===== config.mk =====
export PLATFORM = sky130hd
export DESIGN_NAME = swctl_host_port
export DESIGN_NICKNAME = d
export VERILOG_FILES = /design/src/rtl/swctl_pkg.sv /design/src/rtl/swctl_sync.sv /design/src/rtl/swctl_addr_map.sv /design/src/rtl/swctl_access_fsm.sv /design/src/rtl/swctl_host_port.sv
export SDC_FILE = /design/constraint.sdc
export NUM_CORES = 1
export LEC_CHECK = 0
export BUFFER_PORTS_ARGS = -buffer_cell sky130_fd_sc_hd__buf_2
export CAP_MARGIN = 10
export CORE_ASPECT_RATIO = 1.4
export CORE_MARGIN = 2
export CORE_UTILIZATION = 43
export DETAILED_ROUTE_END_ITERATION = 12
export HOLD_SLACK_MARGIN = 0.02
export PLACE_DENSITY = 0.74
export SLEW_MARGIN = 20
export SYNTH_ARGS = -nofsm -noshare
export SYNTH_HDL_FRONTEND = slang
export SYNTH_SLANG_ARGS = --single-unit

===== constraint.sdc =====
create_clock -name clk -period 1.57 [get_ports clk]
set_input_delay 0.157 -clock clk [delete_from_list [all_inputs] [get_ports clk]]
set_output_delay 0.157 -clock clk [all_outputs]
set_load 0.005 [all_outputs]

===== src/rtl/swctl_pkg.sv =====
// Shared types and control-byte field positions for the switch host port.
// Assumes an 8-bit control byte; field positions are fixed behaviour.
package swctl_pkg;
    typedef enum logic [2:0] {
        ST_IDLE,
        ST_CTRL_RD,
        ST_WAIT_SLOT,
        ST_MEM_RD,
        ST_DONE
    } acc_state_t;

    typedef enum logic [1:0] {
        MEM_DATA    = 2'b00,
        MEM_RSVD    = 2'b01,
        MEM_CONN_LO = 2'b10,
        MEM_CONN_HI = 2'b11
    } mem_sel_t;

    localparam int CTRL_SPLIT_BIT = 7;
    localparam int CTRL_BCAST_BIT = 6;
    localparam int CTRL_SEL_HI    = 4;
    localparam int CTRL_SEL_LO    = 3;
endpackage


===== src/rtl/swctl_sync.sv =====
// Multi-stage synchronizer for asynchronous single-bit bus controls.
// Assumes each bit is independent; STAGES >= 2.
module swctl_sync #(
    parameter int WIDTH  = 2,
    parameter int STAGES = 2
) (
    input  logic             clk,
    input  logic             rst_n,
    input  logic [WIDTH-1:0] d_async,
    output logic [WIDTH-1:0] q_sync
);
    for (genvar gi = 0; gi < WIDTH; gi++) begin : g_bit
        logic [STAGES-1:0] chain;
        // Shift the raw bit through the stage chain.
        always_ff @(posedge clk) begin
            if (!rst_n) chain <= '0;
            else        chain <= {chain[STAGES-2:0], d_async[gi]};
        end
        assign q_sync[gi] = chain[STAGES-1];
    end
endmodule


===== src/rtl/swctl_addr_map.sv =====
// Forms the memory select and stream of a channel access from the control
// byte, applying split mode. Assumes STREAM_W <= 3 (stream bits below select).
module swctl_addr_map
    import swctl_pkg::*;
#(
    parameter int DATA_W   = 8,
    parameter int STREAM_W = 2
) (
    input  logic [DATA_W-1:0]   ctrl,
    input  logic                is_write,
    output logic [1:0]          sel,
    output logic [STREAM_W-1:0] stream
);
    logic [1:0] paged_sel;

    assign paged_sel = ctrl[CTRL_SEL_HI:CTRL_SEL_LO];
    assign stream    = ctrl[STREAM_W-1:0];

    // Pick the target memory; split mode overrides the paged select.
    always_comb begin
        if (ctrl[CTRL_SPLIT_BIT])
            sel = is_write ? MEM_CONN_LO : MEM_DATA;
        else if (paged_sel == MEM_RSVD)
            sel = MEM_DATA;
        else
            sel = paged_sel;
    end
endmodule


===== src/rtl/swctl_access_fsm.sv =====
// Access sequencer: decodes control versus channel space, holds the control
// byte, waits for a slot, captures read data and drives the acknowledge.
// Assumes address, direction and write data are stable while the strobe is active.
module swctl_access_fsm
    import swctl_pkg::*;
#(
    parameter int DATA_W = 8,
    parameter int ADDR_W = 6
) (
    input  logic              clk,
    input  logic              rst_n,
    input  logic              bus_act,
    input  logic              bus_is_read,
    input  logic [ADDR_W-1:0] bus_addr,
    input  logic [DATA_W-1:0] bus_wdata,
    input  logic              mem_slot,
    input  logic [DATA_W-1:0] mem_rdata,
    output logic [DATA_W-1:0] ctrl_q,
    output logic [ADDR_W-1:0] lat_addr,
    output logic              lat_write,
    output logic [DATA_W-1:0] lat_wdata,
    output logic              mem_req,
    output logic              ack,
    output logic [DATA_W-1:0] rdata_q,
    output logic              rdata_oe
);
    localparam int SPACE_BIT = ADDR_W - 1;

    acc_state_t state;

    // Sequence one bus access from decode to release.
    always_ff @(posedge clk) begin
        if (!rst_n) begin
            state     <= ST_IDLE;
            ctrl_q    <= '0;
            lat_addr  <= '0;
            lat_write <= 1'b0;
            lat_wdata <= '0;
            rdata_q   <= '0;
        end else begin
            case (state)
                ST_IDLE: if (bus_act) begin
                    lat_addr  <= bus_addr;
                    lat_write <= !bus_is_read;
                    lat_wdata <= bus_wdata;
                    if (!bus_addr[SPACE_BIT]) begin
                        if (!bus_is_read) begin
                            ctrl_q <= bus_wdata;
                            state  <= ST_DONE;
                        end else begin
                            state  <= ST_CTRL_RD;
                        end
                    end else begin
                        state <= ST_WAIT_SLOT;
                    end
                end
                ST_CTRL_RD: begin
                    rdata_q <= ctrl_q;
                    state   <= ST_DONE;
                end
                ST_WAIT_SLOT: if (mem_slot) begin
                    state <= lat_write ? ST_DONE : ST_MEM_RD;
                end
                ST_MEM_RD: begin
                    rdata_q <= mem_rdata;
                    state   <= ST_DONE;
                end
                ST_DONE: if (!bus_act) begin
                    state <= ST_IDLE;
                end
                default: state <= ST_IDLE;
            endcase
        end
    end

    // Request, acknowledge and read drive follow the current state.
    always_comb begin
        mem_req  = (state == ST_WAIT_SLOT) && mem_slot;
        ack      = (state == ST_DONE);
        rdata_oe = ack && !lat_write;
    end
endmodule


===== src/rtl/swctl_host_port.sv =====
// Top of the switch host port: synchronizes the bus strobes, sequences
// accesses and forms memory addresses. Assumes an external pull-up on the
// acknowledge and memories that return read data one cycle after a request.
module swctl_host_port
    import swctl_pkg::*;
#(
    parameter int DATA_W      = 8,
    parameter int ADDR_W      = 6,
    parameter int STREAM_W    = 2,
    parameter int SYNC_STAGES = 2
) (
    input  logic                clk,
    input  logic                rst_n,
    input  logic                bus_cs_n,
    input  logic                bus_ds,
    input  logic                bus_rd_wr,
    input  logic [ADDR_W-1:0]   bus_addr,
    input  logic [DATA_W-1:0]   bus_wdata,
    output logic [DATA_W-1:0]   bus_rdata,
    output logic                bus_rdata_oe,
    output logic                bus_ack_pull,
    input  logic                mem_slot,
    output logic                mem_req,
    output logic                mem_we,
    output logic [1:0]          mem_sel,
    output logic [STREAM_W-1:0] mem_stream,
    output logic [ADDR_W-2:0]   mem_chan,
    output logic [DATA_W-1:0]   mem_wdata,
    input  logic [DATA_W-1:0]   mem_rdata,
    output logic                bcast_en
);
    localparam int CHAN_W = ADDR_W - 1;

    logic [1:0]        strobe_sync;
    logic              bus_act;
    logic [DATA_W-1:0] ctrl_q;
    logic [ADDR_W-1:0] lat_addr;
    logic              lat_write;

    swctl_sync #(.WIDTH(2), .STAGES(SYNC_STAGES)) u_sync (
        .clk     (clk),
        .rst_n   (rst_n),
        .d_async ({!bus_cs_n, bus_ds}),
        .q_sync  (strobe_sync)
    );

    assign bus_act = strobe_sync[1] && strobe_sync[0];

    swctl_access_fsm #(.DATA_W(DATA_W), .ADDR_W(ADDR_W)) u_fsm (
        .clk         (clk),
        .rst_n       (rst_n),
        .bus_act     (bus_act),
        .bus_is_read (bus_rd_wr),
        .bus_addr    (bus_addr),
        .bus_wdata   (bus_wdata),
        .mem_slot    (mem_slot),
        .mem_rdata   (mem_rdata),
        .ctrl_q      (ctrl_q),
        .lat_addr    (lat_addr),
        .lat_write   (lat_write),
        .lat_wdata   (mem_wdata),
        .mem_req     (mem_req),
        .ack         (bus_ack_pull),
        .rdata_q     (bus_rdata),
        .rdata_oe    (bus_rdata_oe)
    );

    swctl_addr_map #(.DATA_W(DATA_W), .STREAM_W(STREAM_W)) u_map (
        .ctrl     (ctrl_q),
        .is_write (lat_write),
        .sel      (mem_sel),
        .stream   (mem_stream)
    );

    assign mem_we   = lat_write;
    assign mem_chan = lat_addr[CHAN_W-1:0];
    assign bcast_en = ctrl_q[CTRL_BCAST_BIT];
endmodule


* Word-level counts from Yosys, hierarchy flattened
Cells that the tools add are included.
** Storage, ports and cells
- Register bits after elaboration :: 37
- Input port bits :: 28
- Output and inout bits :: 30
- Word-level logic and storage cells :: 41
** Cells by class
- Equal/unequal tests :: 8
- Mux-type cells :: 11
- Bitwise operators :: 2
- Reduce and logical (&&, ||, !) cells :: 12
** Operator list (count)
- $mux W3 :: 6
- $pmux W8 S2 :: 1
- $pmux W3 S4 :: 1
- $eq A3 B2 Y1 const B :: 2
- $mux W2 :: 3
- $ne A2 B2 Y1 const B :: 2
- $reduce_and A4 Y1 :: 1
- $eq A3 B1 Y1 const B :: 1
- $eq A3 B3 Y1 const B :: 1
- $logic_and A1 B1 Y1 :: 3
- $logic_not A1 Y1 :: 3
- $logic_not A3 Y1 :: 1
- $reduce_and A3 Y1 :: 1
- $eq A2 B1 Y1 const B :: 1
- $ne A2 B1 Y1 const B :: 1
- $not A1 Y1 :: 2
- $reduce_and A2 Y1 :: 1
- $reduce_bool A2 Y1 :: 1
- $reduce_or A2 Y1 :: 1

* Logic depth before layout (Yosys ltp)
Gate-level depths: netlist of run 1.
- Depth after elaboration :: 4
- Depth in mapped cells :: 5
- Depth with buffers taken out :: 3

* Hierarchy
From an unflattened synthesis of run 1, not the netlist that was laid out.
** Unflattened totals
- Cells, all modules :: 177
- Area, all modules :: 1610.3 µm²
** Modules (own cells, without submodules)
- swctl_access_fsm :: times used 1, cells an instance 161, area each 1440.1 µm², seq. area each 680.7 µm²
- swctl_sync :: times used 1, cells an instance 10, area each 120.1 µm², seq. area each 80.1 µm²
- swctl_addr_map :: times used 1, cells an instance 4, area each 40.0 µm², seq. area each 0.0 µm²
- swctl_host_port :: times used 1, cells an instance 2, area each 10.0 µm², seq. area each 0.0 µm²

* Least setup slack after synthesis of run 1
OpenSTA, ideal clock, no wires.
- Path type :: reg-to-reg
- Start :: reg u_fsm.state[0]
- End :: reg u_fsm.ctrl_q[0]
- Library setup time :: 119 ps
- Data arrival time :: 1388 ps
- Required time :: 1451 ps
- Path slack :: 64 ps
- Stages on the path, launching flop included :: 5
- Path buffers :: 1
- Period minus slack after synthesis :: 1506 ps
- Path through :: dfxtp_1 -> or3_4 -> or4_1 -> buf_6 -> mux2i_1
** Between the ends
- Cells in the longest elaborated chain, start to end :: 2
** RTL lines
- start: declaration :: line swctl_access_fsm.sv:29 : acc_state_t state;
- start signal: assignment :: line swctl_access_fsm.sv:62 : state <= lat_write ? ST_DONE : ST_MEM_RD;
- $logic_not A3 Y1 :: line swctl_access_fsm.sv:41 : case (state)
- $reduce_and A4 Y1 (no source line)
- end signal: assignment :: line swctl_access_fsm.sv:48 : ctrl_q <= bus_wdata;
- end: declaration :: line swctl_access_fsm.sv:18 : output logic [DATA_W-1:0] ctrl_q,
Every way passes these cells.
A chain may end at the register's enable or synchronous reset.

* Worst setup path in the final report of run 1
Ends and elaborated chain as after synthesis.

==> flow_summary_export.csv, run 1 <==
group,metric,value,unit
outcome,status,"completed",
final_layout,syn2layout_area_growth,31.7,%
final_layout,final_cell_mix,"57 x buf_2, 44 x nand2_1, 36 x dfxtp_1",
logic_synthesis,yosys.area_share.adder,0,
logic_synthesis,ys_types,28,
setup_path,critPathRequiredTime,1.75,ns
clocking,cts.sinks,37,
global_routing,antenna_found_initial,0,
clocking,numCtsBuffers,5,
logic_synthesis,yosysWarnings,0,
detailed_routing,wl,3200,um
global_routing,grt_max_degree,23,
timing,layout_min_cycle_time,1.51,ns
pwr,leakagePower,1.07,nW
logic_synthesis,synth-edff-count,0,
final_layout,final_common_cell,"buf_2",
setup_path,path_cells,"or3_4 -> or4_1 -> buf_4 -> mux2i_1",
placed_design,place_area,1900,sq um
floorplan,num_rows,25,
floorplan,die_area,4100,sq um
clocking,clk_latency,0.28,ns
timing,worst_slew_pin_slew,0.380,ns
final_layout,utilization,0.598,
placed_design,pre_cts_ws,0.0470,ns
setup_path,path_max_fanout,8,
global_routing,grt-ovfl-total,0,
placed_design,numPortBuffers,57,
detailed_routing,dr.pass1.iters,4,
floorplan,core,3410,sq um
logic_synthesis,synth_flop_cell,"dfxtp_1",
logic_synthesis,synthCells,159,
detailed_routing,wire_per_inst,12.2,um
clocking,htree_levels,2,
timing,final_hold_viol_count,0,
final_layout,fin_nets,249,
setup_path,critPathKind,"reg2reg",
floorplan,die_w,54.7,um
final_layout,multi_input_comb_area,731,sq um
final_layout,fillers,298,
hold_path,hp-class,"in2reg",
final_layout,seqCellArea,742,sq um
logic_synthesis,synth_top_area_cell,"dfxtp_1",
timing,setup_viol,0,
final_layout,final_area,2040,sq um
final_layout,drive_above_1_share,0.365,
detailed_routing,dr_total_vias,1289,
logic_synthesis,synth_top_area_frac,0.479,
logic_synthesis,synth_xor_xnor_area_share,0,
clocking,cts_hold_buf,0,
clocking,path_clk_slew,0.08,ns
global_routing,grt_pass1_vias,1117,
clocking,cts_tree,"yes",
detailed_routing,postRouteAntennaNets,0,
detailed_routing,vias_per_cell,4.92,
logic_synthesis,syn_nets,187,
clocking,root_buffer,"clkbuf_8",
logic_synthesis,synthSimpleGateAreaFrac,0.186,
setup_path,end_kind,"flop",
placed_design,dp_hpwl,2410,um
timing,fmax,660,MHz
timing,finalSetupTns,0,ns
final_layout,insertedDiodeCount,0,
setup_path,slowest_stage,"or4_1",
setup_path,max_stage_delay,0.40,ns
setup_path,critical_path_buf_inv_count,1,
logic_synthesis,synth_top_family_by_area,"multiplexers",
logic_synthesis,synth-seq-cells,37,
timing,rsz0062_at_grt,"no",
setup_path,cp_top_family,"simple AND/OR/NAND/NOR gates",
global_routing,grt_pass1_wl,5030,um
logic_synthesis,yosys-top-cells-area,"dfxtp_1 48%, mux2i_1 19%, nand2_1 11%",
timing,finClkSkew,0.00820,ns
logic_synthesis,syn_area,1550,sq um
logic_synthesis,synth.area.mux_share,0.195,
detailed_routing,dr_wl_met2,1620,um
detailed_routing,first_iter_violations,29,
timing,fin_ws,0.0554,ns
detailed_routing,wl_met1,1410,um
job,maxCapViolations,0,
global_routing,track_usage,0.171,
detailed_routing,wl_met3,149,um
setup_path,startpoint_type,"flop",
floorplan,die_y,75.0,um
timing,fin_crit_sh,0.965,
clocking,clock_path_buffers,2,
logic_synthesis,synth-compound-area-share,0.0897,
logic_synthesis,async_flop_share,0,
logic_synthesis,avgSynthCellArea,9.73,sq um
floorplan,start_util,0.454,
setup_path,critical_path_arrival,1.69,ns
detailed_routing,route.detailed.drc,0,
pwr,vdd_drop_max,852,uV
timing,slew_violations,0,
detailed_routing,highest_layer,"met4",
pwr,power_density,930,nW/um^2
logic_synthesis,ys_seq_area_frac,0.479,
timing,slew_headroom,0.743,
floorplan,ios,58,
placed_design,place_congestion,0.814,
sequential cells by signal, indices dropped and copies added, names as in the netlist:
| register | count |
|---|---|
| u_sync.g_bit.chain | 4 |
| u_fsm.state | 3 |
| u_fsm.lat_wdata | 8 |
| u_fsm.ctrl_q | 8 |
| u_fsm.rdata_q | 8 |
| u_fsm.lat_addr | 5 |
| u_fsm.lat_write | 1 |
cells by family after synthesis:
group,Yosys count
compound gates,15
simple gates,61
buf+inv,16
mux,30
flops,37
final timing paths:
kind                                       start  slack [ns]  depth (start not counted)                             endpoint
min                                     bus_cs_n        0.03                          2  u_sync.g_bit[1].chain[0]$_SDFF_PN0_
max reg2reg          u_fsm.state[0]$_SDFFE_PN0P_        0.06                          4         u_fsm.ctrl_q[0]$_SDFFE_PN0P_
min reg2reg  u_sync.g_bit[1].chain[0]$_SDFF_PN0_        0.44                          1  u_sync.g_bit[1].chain[1]$_SDFF_PN0_
max                  u_fsm.state[0]$_SDFFE_PN0P_        0.06                          4         u_fsm.ctrl_q[0]$_SDFFE_PN0P_
synthesized netlist by cell type (2+ instances only):
| library cell | number |
|---|---|
| o211a_1 | 8 |
| clkbuf_1 | 8 |
| nor2b_1 | 4 |
| and2_1 | 3 |
| nand2_1 | 44 |
| inv_1 | 3 |
| buf_4 | 3 |
| and3b_1 | 2 |
| mux2i_1 | 29 |
| dfxtp_1 | 37 |
cell type report:
type | instances | area share
sequential | 37 | 0.364
clock inverter | 2 | 0.0184
multi-input combinational | 106 | 0.359
clock buffer | 6 | 0.0405
inverter | 3 | 0.00552
timing repair buffer | 68 | 0.188
tap | 40 | 0.0246
where the power goes:
part           internal (mW)  total [mW]  leakage, nW  switching (mW)
Clock                  0.516       0.847       0.0574           0.330
Combinational         0.0480      0.0972        0.709          0.0492
Sequential             0.947       0.951        0.300         0.00431
Total                   1.51        1.90         1.07           0.384
metal layers:
metal,GRT usage,up-vias
met4,0.0750,0
met2,0.271,33
met5,0,-
li1,-,662
met1,0.204,592
met3,0.0615,2
repair_timing:
action	4_1_cts	5_1_grt
endpoints found under the hold margin	0	0
resized for setup	2	1
setup buffers	0	1
endpoints found under the setup margin	2	2
through the flow:
step	hold slack (ns)	std cells	power, mW
3_5_place_dp	0.330	253	1.07
5_1_grt	0.0232	262	1.99
2_1_floorplan	0.229	159	1.02
4_1_cts	0.0242	261	1.92
3_3_place_gp	0.327	253	1.07
6_report	0.0334	262	1.90
Power figures use the tool's default switching activity.
==> run 2: changes to the inputs <==
--- a/config.mk
+++ b/config.mk
@@ -5,14 +5,16 @@
 export SDC_FILE = /design/constraint.sdc
 export NUM_CORES = 1
 export LEC_CHECK = 0
+export ABC_AREA = 1
 export BUFFER_PORTS_ARGS = -buffer_cell sky130_fd_sc_hd__buf_2
 export CAP_MARGIN = 10
 export CORE_ASPECT_RATIO = 1.4
 export CORE_MARGIN = 2
-export CORE_UTILIZATION = 43
+export CORE_UTILIZATION = 45
+export CTS_BUF_LIST = sky130_fd_sc_hd__clkbuf_2
 export DETAILED_ROUTE_END_ITERATION = 12
 export HOLD_SLACK_MARGIN = 0.02
-export PLACE_DENSITY = 0.74
+export PLACE_DENSITY = 0.77
 export SLEW_MARGIN = 20
 export SYNTH_ARGS = -nofsm -noshare
 export SYNTH_HDL_FRONTEND = slang
==> run 2 against run 1 <==
Cell count is 27% higher. Combinational power increased by 22%. Maximum frequency up 7.9%. Via count increased by 18%. Critical path depth is 1 higher. Register-to-register slack better by 0.28 ns. Utilization rose by 1.4 points. Clock power shrank 53%. Critical endpoint is now mem_req.
==> flow_summary_export.csv, run 2 <==
group,metric,value,unit
outcome,status,"completed",
logic_synthesis,synthCells,218,
placed_design,numPortBuffers,57,
logic_synthesis,yosys-top-cells-count,"58 x nor2_1, 37 x dfxtp_1, 36 x nand2_1",
floorplan,num_rows,25,
global_routing,grt_pass1_wl,5680,um
placed_design,dp_hpwl,2580,um
detailed_routing,wl,3550,um
logic_synthesis,synth_top_area_cell,"dfxtp_1",
logic_synthesis,synth_top_family_by_area,"simple AND/OR/NAND/NOR gates",
final_layout,reg.largest.list,"u_fsm.ctrl_q (8), u_fsm.lat_wdata (8), u_fsm.rdata_q (8)",
timing,layout_min_cycle_time,1.40,ns
pwr,vdd_drop_max,628,uV
floorplan,die_y,72.9,um
setup_path,critPathRequiredTime,1.41,ns
logic_synthesis,yosys-top-cells-area,"dfxtp_1 48%, nor2_1 14%, o21ai_0 10%",
logic_synthesis,yosys.area_share.adder,0,
logic_synthesis,ys_seq_area_frac,0.485,
clocking,cts.sinks,37,
clocking,path_clk_slew,0.16,ns
logic_synthesis,synth-edff-count,0,
detailed_routing,vias_per_cell,4.56,
placed_design,place_congestion,0.861,
setup_path,path_max_fanout,4,
clocking,cts_tree,"yes",
logic_synthesis,yosysWarnings,0,
setup_path,critical_path_arrival,1.25,ns
logic_synthesis,synth-compound-area-share,0.123,
clocking,cts_setup_buffers,0,
detailed_routing,postRouteAntennaNets,0,
clocking,clock_path_buffers,2,
detailed_routing,route.detailed.drc,0,
pwr,leakagePower,1.14,nW
timing,slew_violations,0,
logic_synthesis,syn_nets,246,
logic_synthesis,synth_top_area_frac,0.485,
setup_path,max_stage_delay,0.39,ns
logic_synthesis,yosysMostFrequentCell,"nor2_1",
global_routing,antenna_found_initial,0,
global_routing,grt_max_degree,17,
floorplan,ios,58,
timing,worst_slew_pin_slew,0.310,ns
setup_path,path_cells,"inv_1 -> nor2_2 -> nand2_1 -> nor2_1 -> buf_2",
hold_path,hp-class,"in2reg",
timing,fin_crit_sh,0.894,
global_routing,grt_pass1_vias,1364,
detailed_routing,first_iter_violations,28,
final_layout,seqCellArea,742,sq um
final_layout,final_cell_mix,"57 x nor2_1, 57 x buf_2, 36 x nand2_1, 36 x dfxtp_1, 32 x o21ai_0",
setup_path,critical_path_buf_inv_count,2,
job,maxCapViolations,0,
logic_synthesis,synthSimpleGateAreaFrac,0.287,
final_layout,drive_above_1_share,0.253,
timing,setup_viol,0,
final_layout,syn2layout_area_growth,32.8,%
logic_synthesis,ys_types,15,
detailed_routing,dr_total_vias,1519,
detailed_routing,wire_per_inst,10.7,um
final_layout,fin_nets,321,
logic_synthesis,avgSynthCellArea,7.01,sq um
floorplan,die_area,3880,sq um
final_layout,fillers,336,
clocking,root_buffer,"clkbuf_2",
clocking,numCtsBuffers,5,
timing,fmax,712,MHz
final_layout,insertedDiodeCount,0,
floorplan,core,3320,sq um
timing,rsz0062_at_grt,"no",
logic_synthesis,synth.area.mux_share,0,
timing,slew_headroom,0.793,
logic_synthesis,syn_area,1530,sq um
setup_path,slowest_stage,"dfxtp_2",
setup_path,startpoint_type,"flop",
timing,finalSetupTns,0,ns
timing,finClkSkew,0.0212,ns
clocking,clk_latency,0.39,ns
logic_synthesis,async_flop_share,0,
detailed_routing,dr.pass1.iters,4,
setup_path,critPathKind,"reg2out",
logic_synthesis,synth_xor_xnor_area_share,0,
floorplan,start_util,0.461,
floorplan,die_w,53.2,um
logic_synthesis,synth-seq-cells,37,
timing,final_hold_viol_count,0,
clocking,htree_levels,2,
setup_path,cp_top_family,"flip-flops",
pwr,power_density,728,nW/um^2
pwr,report.power.total,1.48,mW
setup_path,end_kind,"output port",
final_layout,multi_input_comb_area,628,sq um
logic_synthesis,synth_flop_cell,"dfxtp_1",
global_routing,grt-ovfl-total,0,
global_routing,track_usage,0.197,
-- run 2: cell type report --
type / instances / area share
clock buffer: 5 / 0.0123
clock inverter: 2 / 0.00555
inverter: 30 / 0.0555
multi-input combinational: 144 / 0.309
sequential: 37 / 0.366
tap: 40 / 0.0247
timing repair buffer: 75 / 0.227
-- run 2: cells by family (layout without fill, tap and decap cells) --
kind of cell           Yosys count  in the layout
buffers and inverters           37            112
AO/OA/AOI/OAI                   37             37
AND/OR/NAND/NOR                107            107
flip-flops                      37             37
-- run 2: tightest hold or removal path, stage by stage --
cell and delay (ns):
buf_2 0.08, o21ai_0 0.07, nor2_1 0.08
-- run 2: what timing repair did --
action / in CTS / in global routing
endpoints found under the hold margin: 24 / 0
hold buffers: 16 / 0
resized for setup: 0 / 2
endpoints found under the setup margin: 0 / 1
-- run 2: metal layers --
metal | share of wire | track usage | vias to the layer above
li1 | - | - | 821
met4 | 0.015 | 0.0684 | 0
met5 | 0 | 0 | -
met2 | 0.51 | 0.329 | 32
met1 | 0.43 | 0.232 | 660
met3 | 0.047 | 0.0656 | 6
-- run 2: power breakdown --
| group | internal (mW) | switching, mW |
|---|---|---|
| Sequential | 0.951 | 0.00455 |
| Clock | 0.0958 | 0.306 |
| Combinational | 0.0670 | 0.0520 |
| Total | 1.11 | 0.363 |
-- run 2: final timing paths --
| kind | start | cells after the start | endpoint | slack (ns) |
|---|---|---|---|---|
| hold / removal | mem_rdata[0] | 3 | u_fsm.rdata_q[0]$_SDFFE_PN0P_ | 0.04 |
| setup reg to reg | u_fsm.state[0]$_SDFFE_PN0P_ | 6 | u_fsm.ctrl_q[6]$_SDFFE_PN0P_ | 0.34 |
| hold reg to reg | u_sync.g_bit[0].chain[0]$_SDFF_PN0_ | 2 | u_sync.g_bit[0].chain[1]$_SDFF_PN0_ | 0.43 |
| setup / recovery | u_fsm.state[1]$_SDFFE_PN0P_ | 5 | mem_req | 0.17 |
-- run 2: through the flow --
| stage | cell area (sq um) | worst slack, ns | util | instances | hold slack [ns] |
|---|---|---|---|---|---|
| floorplan | 1530 | 0.459 | - | 218 | 0.229 |
| global placement | 1830 | 0.382 | 0.552 | 310 | 0.325 |
| detailed placement | 1830 | 0.353 | 0.552 | 310 | 0.321 |
| CTS | 2030 | 0.0469 | 0.611 | 333 | 0.0383 |
| global route | 2030 | 0.0121 | 0.612 | 333 | 0.0366 |
| finish | 2030 | 0.166 | 0.612 | 333 | 0.0363 |
